**src/rtl/iss_sb_pkg.sv**
```systemverilog
// Package: class codes and the fixed per-class timing table of the scoreboard.
// Assumes every booked pattern fits in WIN cycles and every latency fits in LAT_W bits.
package iss_sb_pkg;

    localparam int CLS_W = 4;
    localparam int WIN   = 6;   // longest pattern: E4+M1+W1 or E1+M4+W1
    localparam int LAT_W = 6;   // holds latency 32
    localparam int NSTG  = 3;   // E, M, W

    typedef enum logic [CLS_W-1:0] {
        C_ALU    = 4'd0,  C_ALU_SR = 4'd1,  C_MUL    = 4'd2,  C_MUL_L  = 4'd3,
        C_MUL_LF = 4'd4,  C_MUL_H  = 4'd5,  C_LD1    = 4'd6,  C_LD2    = 4'd7,
        C_LD3    = 4'd8,  C_LD4    = 4'd9,  C_ST1    = 4'd10, C_ST2    = 4'd11,
        C_ST3    = 4'd12, C_ST4    = 4'd13, C_BR     = 4'd14, C_CALL   = 4'd15
    } iclass_e;

    typedef struct packed {
        logic [2:0]       e_len;
        logic [2:0]       m_len;
        logic             w_use;
        logic [LAT_W-1:0] lat;
    } timing_t;

    // Returns the stage occupancy and result latency of a class.
    function automatic timing_t class_timing(iclass_e c);
        timing_t t;
        case (c)
            C_ALU:    t = '{3'd1, 3'd1, 1'b1, 6'd1};
            C_ALU_SR: t = '{3'd2, 3'd1, 1'b1, 6'd2};
            C_MUL:    t = '{3'd2, 3'd1, 1'b1, 6'd3};
            C_MUL_L:  t = '{3'd3, 3'd1, 1'b1, 6'd4};
            C_MUL_LF: t = '{3'd4, 3'd1, 1'b1, 6'd5};
            C_MUL_H:  t = '{3'd1, 3'd1, 1'b1, 6'd2};
            C_LD1:    t = '{3'd2, 3'd1, 1'b1, 6'd3};
            C_LD2:    t = '{3'd1, 3'd2, 1'b1, 6'd3};
            C_LD3:    t = '{3'd1, 3'd3, 1'b1, 6'd4};
            C_LD4:    t = '{3'd1, 3'd4, 1'b1, 6'd5};
            C_ST1:    t = '{3'd1, 3'd1, 1'b1, 6'd0};
            C_ST2:    t = '{3'd1, 3'd2, 1'b1, 6'd0};
            C_ST3:    t = '{3'd1, 3'd3, 1'b1, 6'd0};
            C_ST4:    t = '{3'd1, 3'd4, 1'b1, 6'd0};
            C_BR:     t = '{3'd0, 3'd0, 1'b0, 6'd0};
            default:  t = '{3'd0, 3'd0, 1'b0, 6'd32};   // call
        endcase
        return t;
    endfunction

endpackage

```
**src/rtl/sb_timing_decode.sv**
```systemverilog
// Module: turns a class code into per-stage need masks over the booking window
// and the result latency. Purely combinational; bit k of a mask means the
// stage is needed k cycles after the issue cycle.
module sb_timing_decode
    import iss_sb_pkg::*;
(
    input  logic [CLS_W-1:0]          cls,
    output logic [NSTG-1:0][WIN-1:0]  need,
    output logic [LAT_W-1:0]          lat
);
    timing_t t;

    // Expand the lengths into the three offset masks.
    always_comb begin
        t   = class_timing(iclass_e'(cls));
        lat = t.lat;
        for (int k = 0; k < WIN; k++) begin
            need[0][k] = (k < int'(t.e_len));
            need[1][k] = (k >= int'(t.e_len)) && (k < int'(t.e_len) + int'(t.m_len));
            need[2][k] = t.w_use && (k == int'(t.e_len) + int'(t.m_len));
        end
    end
endmodule

```
**src/rtl/sb_stage_resv.sv**
```systemverilog
// Module: reservation window for one pipeline stage. Bit k of the window is
// set when the stage is booked k cycles from now. The window shifts by one
// each cycle. On book, the need mask is merged in before the shift.
// Assumes the caller books only when conflict is low.
module sb_stage_resv #(
    parameter int WIN = 6
) (
    input  logic           clk,
    input  logic           rst_n,
    input  logic [WIN-1:0] need,
    input  logic           book,
    output logic           conflict
);
    logic [WIN-1:0] slots;

    // Flag an overlap between the request and the existing bookings.
    assign conflict = |(need & slots);

    // Merge an accepted pattern, then advance the window by one cycle.
    always_ff @(posedge clk) begin
        if (!rst_n) slots <= '0;
        else        slots <= (slots | (book ? need : '0)) >> 1;
    end

    a_r2_no_double_book: assert property (@(posedge clk) disable iff (!rst_n)
        book |-> ((need & slots) == '0));
    a_r1_pattern_held: assert property (@(posedge clk) disable iff (!rst_n)
        book |=> ((slots & ($past(need) >> 1)) == ($past(need) >> 1)));
    a_r7_idle_window_advances: assert property (@(posedge clk) disable iff (!rst_n)
        !book |=> (slots == ($past(slots) >> 1)));
endmodule

```
**src/rtl/sb_ready_ctr.sv**
```systemverilog
// Module: one ready countdown per architectural register. A write loads a
// value. Otherwise a nonzero count steps down by one each cycle. A read
// port reports busy while its register's count is nonzero.
module sb_ready_ctr #(
    parameter int NUM_REGS = 16,
    parameter int CNT_W    = 5,
    localparam int REG_W   = $clog2(NUM_REGS)
) (
    input  logic             clk,
    input  logic             rst_n,
    input  logic             wr_en,
    input  logic [REG_W-1:0] wr_idx,
    input  logic [CNT_W-1:0] wr_val,
    input  logic [REG_W-1:0] rd_a_idx,
    input  logic [REG_W-1:0] rd_b_idx,
    output logic             rd_a_busy,
    output logic             rd_b_busy
);
    logic [CNT_W-1:0] cnt [NUM_REGS];

    for (genvar g = 0; g < NUM_REGS; g++) begin : g_reg
        logic hit;
        assign hit = wr_en && (wr_idx == REG_W'(g));

        // Reload on a new writer, otherwise count down to zero.
        always_ff @(posedge clk) begin
            if (!rst_n)          cnt[g] <= '0;
            else if (hit)        cnt[g] <= wr_val;
            else if (cnt[g] != 0) cnt[g] <= cnt[g] - 1'b1;
        end

        a_r8_reload: assert property (@(posedge clk) disable iff (!rst_n)
            hit |=> (cnt[g] == $past(wr_val)));
        a_r3_step_down: assert property (@(posedge clk) disable iff (!rst_n)
            (!hit && cnt[g] != 0) |=> (cnt[g] == $past(cnt[g]) - 1'b1));
    end

    // Report the busy state of the two source registers.
    assign rd_a_busy = (cnt[rd_a_idx] != 0);
    assign rd_b_busy = (cnt[rd_b_idx] != 0);
endmodule

```
**src/rtl/issue_scoreboard.sv**
```systemverilog
// Module: in-order issue interlock. Each cycle it combines the stage conflict
// flags with the source busy flags to accept or stall the offered
// instruction. On accept it books the class pattern and loads the
// destination countdown with latency-1. A consumer offered L cycles later
// therefore sees zero. Zero-latency classes load nothing.
module issue_scoreboard
    import iss_sb_pkg::*;
#(
    parameter int NUM_REGS = 16,
    localparam int REG_W   = $clog2(NUM_REGS),
    localparam int CNT_W   = LAT_W - 1
) (
    input  logic             clk,
    input  logic             rst_n,
    input  logic             iss_valid,
    input  logic [CLS_W-1:0] iss_class,
    input  logic [REG_W-1:0] iss_dst,
    input  logic [REG_W-1:0] iss_src_a,
    input  logic [REG_W-1:0] iss_src_b,
    output logic             iss_accept,
    output logic             iss_stall
);
    logic [NSTG-1:0][WIN-1:0] need;
    logic [LAT_W-1:0]         lat;
    logic [LAT_W-1:0]         lat_m1;
    logic [NSTG-1:0]          conflict;
    logic                     busy_a, busy_b, hazard;

    sb_timing_decode u_dec (
        .cls  (iss_class),
        .need (need),
        .lat  (lat)
    );

    for (genvar s = 0; s < NSTG; s++) begin : g_stage
        sb_stage_resv #(.WIN(WIN)) u_resv (
            .clk      (clk),
            .rst_n    (rst_n),
            .need     (need[s]),
            .book     (iss_accept),
            .conflict (conflict[s])
        );
    end

    // Latency minus one, so a consumer may issue exactly L cycles later.
    assign lat_m1 = lat - 1'b1;

    sb_ready_ctr #(.NUM_REGS(NUM_REGS), .CNT_W(CNT_W)) u_ctr (
        .clk       (clk),
        .rst_n     (rst_n),
        .wr_en     (iss_accept && (lat != '0)),
        .wr_idx    (iss_dst),
        .wr_val    (lat_m1[CNT_W-1:0]),
        .rd_a_idx  (iss_src_a),
        .rd_b_idx  (iss_src_b),
        .rd_a_busy (busy_a),
        .rd_b_busy (busy_b)
    );

    // Combine the structural and data hazards into the issue decision.
    assign hazard     = (|conflict) || busy_a || busy_b;
    assign iss_accept = iss_valid && !hazard;
    assign iss_stall  = iss_valid && hazard;

    a_r7_exclusive: assert property (@(posedge clk) disable iff (!rst_n)
        !(iss_accept && iss_stall));
    a_r7_quiet_when_idle: assert property (@(posedge clk) disable iff (!rst_n)
        !iss_valid |-> (!iss_accept && !iss_stall));
    a_r3_busy_source_stalls: assert property (@(posedge clk) disable iff (!rst_n)
        (iss_valid && (busy_a || busy_b)) |-> iss_stall);
    a_r2_conflict_stalls: assert property (@(posedge clk) disable iff (!rst_n)
        (iss_valid && (|conflict)) |-> !iss_accept);
endmodule

```
**config.mk**
```make
export PLATFORM = sky130hd
export DESIGN_NAME = issue_scoreboard
export DESIGN_NICKNAME = d
export VERILOG_FILES = /design/src/rtl/iss_sb_pkg.sv /design/src/rtl/sb_timing_decode.sv /design/src/rtl/sb_stage_resv.sv /design/src/rtl/sb_ready_ctr.sv /design/src/rtl/issue_scoreboard.sv
export SDC_FILE = /design/constraint.sdc
export NUM_CORES = 1
export LEC_CHECK = 0
export ABC_AREA = 1
export CORE_ASPECT_RATIO = 0.6
export CORE_MARGIN = 1.5
export CORE_UTILIZATION = 40
export DETAILED_ROUTE_END_ITERATION = 10
export SLEW_MARGIN = 20
export SYNTH_ARGS = -nofsm -noshare
export SYNTH_HDL_FRONTEND = slang
export SYNTH_SLANG_ARGS = --single-unit
```
**constraint.sdc**
```tcl
create_clock -name clk -period 9 [get_ports clk]
set_input_delay 0.9 -clock clk [delete_from_list [all_inputs] [get_ports clk]]
set_output_delay 0.9 -clock clk [all_outputs]
set_load 0.02 [all_outputs]
```
==> results.md <==
* Starting Density at 41.4%
* Detailed-placement wirelength estimate at 13000 µm
* Clk buf depth at 2
* Final worst path period need at 5.62 ns
* Synth warnings at 0
* Power Dens Cells at 280 mW/mm²
* FF+latch count, synth at 95
* Setup TNS at 0 ns
* First-pass detailed-route iteration total at 5
* DRC at 0
* Initial DRC count at 681
* Worst path most repeated cell: inv_1
* Largest vdd supply drop at 0.135 mV
* Core Box Area at 0.0164 mm²
* Sequential share of the synthesized area at 39.7%
* # diodes at 0
* Synth area leaders: edfxtp_1 35%, nand2_1 13%, inv_1 6.9%
* Crit share post-route at 62.5%
* Share of layout cells above drive strength 1 at 7.27%
* Clock skew at 0.0144 ns
* CTS HTree Levels at 3
* Sink Count at 95
* Max Fclk at 178 MHz
* WP data required at 8.10 ns
* CTS buffer count at 9
* Synthesized instance count at 917
* Resized cells post-CTS at 0
* Min Hold Slack at 0.460 ns
* Port Buffer Count at 20
* Placer Congestion at 0.842
* Vias after detailed routing at 6015
* Total congestion overflow at 0
* Final wirelength at 18000 µm
* Status: finished clean
* Final setup viols at 0
* Site row count at 36
* Initial antenna violation count at 0
* Cell taking the most area after synthesis: edfxtp_1
* Post-Syn Area at 0.00680 mm²
* Die ar. at 0.0178 mm²
* Kind of critical path: primary input to output pin
* Vias in the first global route at 5366
* Startpoint class of the critical path: primary input
* Routed wire per std cell at 15.5 µm
* Skew-Pair Late Insertion Delay at 0.35 ns
* Leakage at 3.23 nW
* Post-CTS Hold Fix Bufs at 0
* Area growth, synth to finish at 10.5%
* Max-slew headroom at 42.4%
* Hold Crit Class: register to register
* First-pass GRT wire length at 29200 µm
* Worst-path clk slew at 0.07 ns
* Max Cap Viol at 0
* Max-slew violations at 0
* RSZ-0062 raised after global routing: false
* Asr flop ratio synth at 0%
* Slowest cell on the critical path: clkdlybuf4s50_1
* Vias per std cell at 5.17
* Slew @ Worst Pin at 0.863 ns
* Crit path capture type: output pin
* Total GRT Usage at 21.3%
* Worst Path Buf+Inv at 8
* Final net count at 975
* CTS tree: yes
* Worst path max stage delay at 0.60 ns
* Crit-path leading delay family: buffers and inverters
* Final count of hold timing violations at 0
* Crit path DAT at 4.72 ns
* Num ports at 21
* Remaining antenna violation count at 0
* Largest net degree at the start of global routing at 60
* Syn_area_per_cell at 7.42 µm²
* Area share of the largest cell type after synthesis at 35.3%
* CP Cell Sequence: clkdlybuf4s50_1 -> inv_1 -> ha_1 -> nand2_1 -> nand2_1 -> nand2_1 -> nand2_2 -> inv_1 -> ha_1 -> inv_1 -> fa_1 -> inv_1 -> nor2_1 -> inv_1 -> nor2_2 -> nor2_1 -> nor2_2 -> nand3_1 -> nor2_1 -> nand3_2 -> inv_1 -> clkdlybuf4s50_1
* Clock root cell: clkbuf_16
* Setup Fix Bufs, Post-CTS at 0
* Netlist cell types at 38
* Peak fanout along the critical path at 6
* Synth Net Count at 962
* Post-synth EDFFs at 80
* Ys flop type: edfxtp_1
* Die height at 104 µm
* Die Span X at 171 µm
logic make-up (layout without fill, tap and decap cells):
| family | count (synthesis) | after routing | synth area share, % |
|---|---|---|---|
| AOI/OAI and AO/OA | 106 | 106 | 8.26 |
| xor gates and xnor gates | 30 | 30 | 3.86 |
| adders and majority gates | 26 | 26 | 4.89 |
| buffers and inverters | 153 | 171 | 8.90 |
| DFF | 95 | 95 | 39.7 |
| and+or+nand+nor | 507 | 507 | 34.4 |
synthesized netlist by cell type, drive strengths merged, types with 3 or more instances:
library cell,number
edfxtp,80
o211ai,3
nor2,118
nand2,249
nand3,98
o31ai,5
inv,128
ha,25
nand4,24
xnor2,18
buf,12
o22ai,4
clkbuf,10
nor3,12
a21oi,10
xor2,12
o21ai,81
dfxtp,15
nand3b,4
clkinv,3
cell usage in the layout (no fill, tap or decap), types with 15 or more instances in the layout:
cell / instances
clkdlybuf4s50_1: 19
dfxtp_1: 15
edfxtp_1: 80
ha_1: 25
inv_1: 125
nand2_1: 230
nand2_2: 17
nand3_1: 92
nand4_1: 24
nor2_1: 99
nor2_4: 15
o21ai_0: 69
xnor2_1: 18
sequential cells by signal (all words and copies together) (netlist names):
register / cells
u_ctr.cnt: 80
g_stage.u_resv.slots: 15
layout make-up:
type / count / area, µm²
Clock buffer: 11 / 233
Clock inverter: 5 / 83.8
Fill cell: 1629 / 8920
Inverter: 131 / 492
Multi-Input combinational cell: 669 / 3500
Sequential cell: 95 / 2700
Tap cell: 228 / 285
Timing Repair Buffer: 24 / 225
worst register-to-register path: cells and delay by family (launching register included):
family           cells  cell delay, ns
DFF                  1            0.45
and+or+nand+nor     14            2.61
routing by layer:
metal / track usage [%] / share of wire (%)
met5: 0 / 0
met4: 4.01 / 0.78
met3: 3.42 / 6.8
met2: 27.6 / 37
met1: 35.6 / 56
where the power goes:
group	switching (mW)	internal (mW)
registers	0.136	0.711
logic	0.532	0.308
clock network	0.172	0.245
total	0.841	1.26
final timing paths:
check | start | endpoint | slack (ns) | cells after the start
max | iss_class[0] | iss_accept | 3.38 | 22
min | g_stage[2].u_resv.slots[3]$_SDFF_PN0_ | g_stage[2].u_resv.slots[2]$_SDFF_PN0_ | 0.46 | 2
max reg2reg | u_ctr.cnt[12][2]$_DFFE_PP_ | u_ctr.cnt[7][3]$_DFFE_PP_ | 5.62 | 14
min reg2reg | g_stage[2].u_resv.slots[3]$_SDFF_PN0_ | g_stage[2].u_resv.slots[2]$_SDFF_PN0_ | 0.46 | 2
through the flow:
| stage | utilization, % | power (mW) | cells | setup slack [ns] | cell area, µm² |
|---|---|---|---|---|---|
| floorplan | - | 1.45 | 917 | 4.81 | 6800 |
| global placement | 43.8 | 1.67 | 1147 | 3.45 | 7200 |
| detailed placement | 43.8 | 1.67 | 1147 | 3.39 | 7200 |
| CTS | 45.7 | 2.10 | 1163 | 3.38 | 7520 |
| global route | 45.7 | 2.28 | 1163 | 2.95 | 7520 |
| finish | 45.7 | 2.10 | 1163 | 3.38 | 7520 |
No activity file was read; power rests on OpenSTA's default activity.
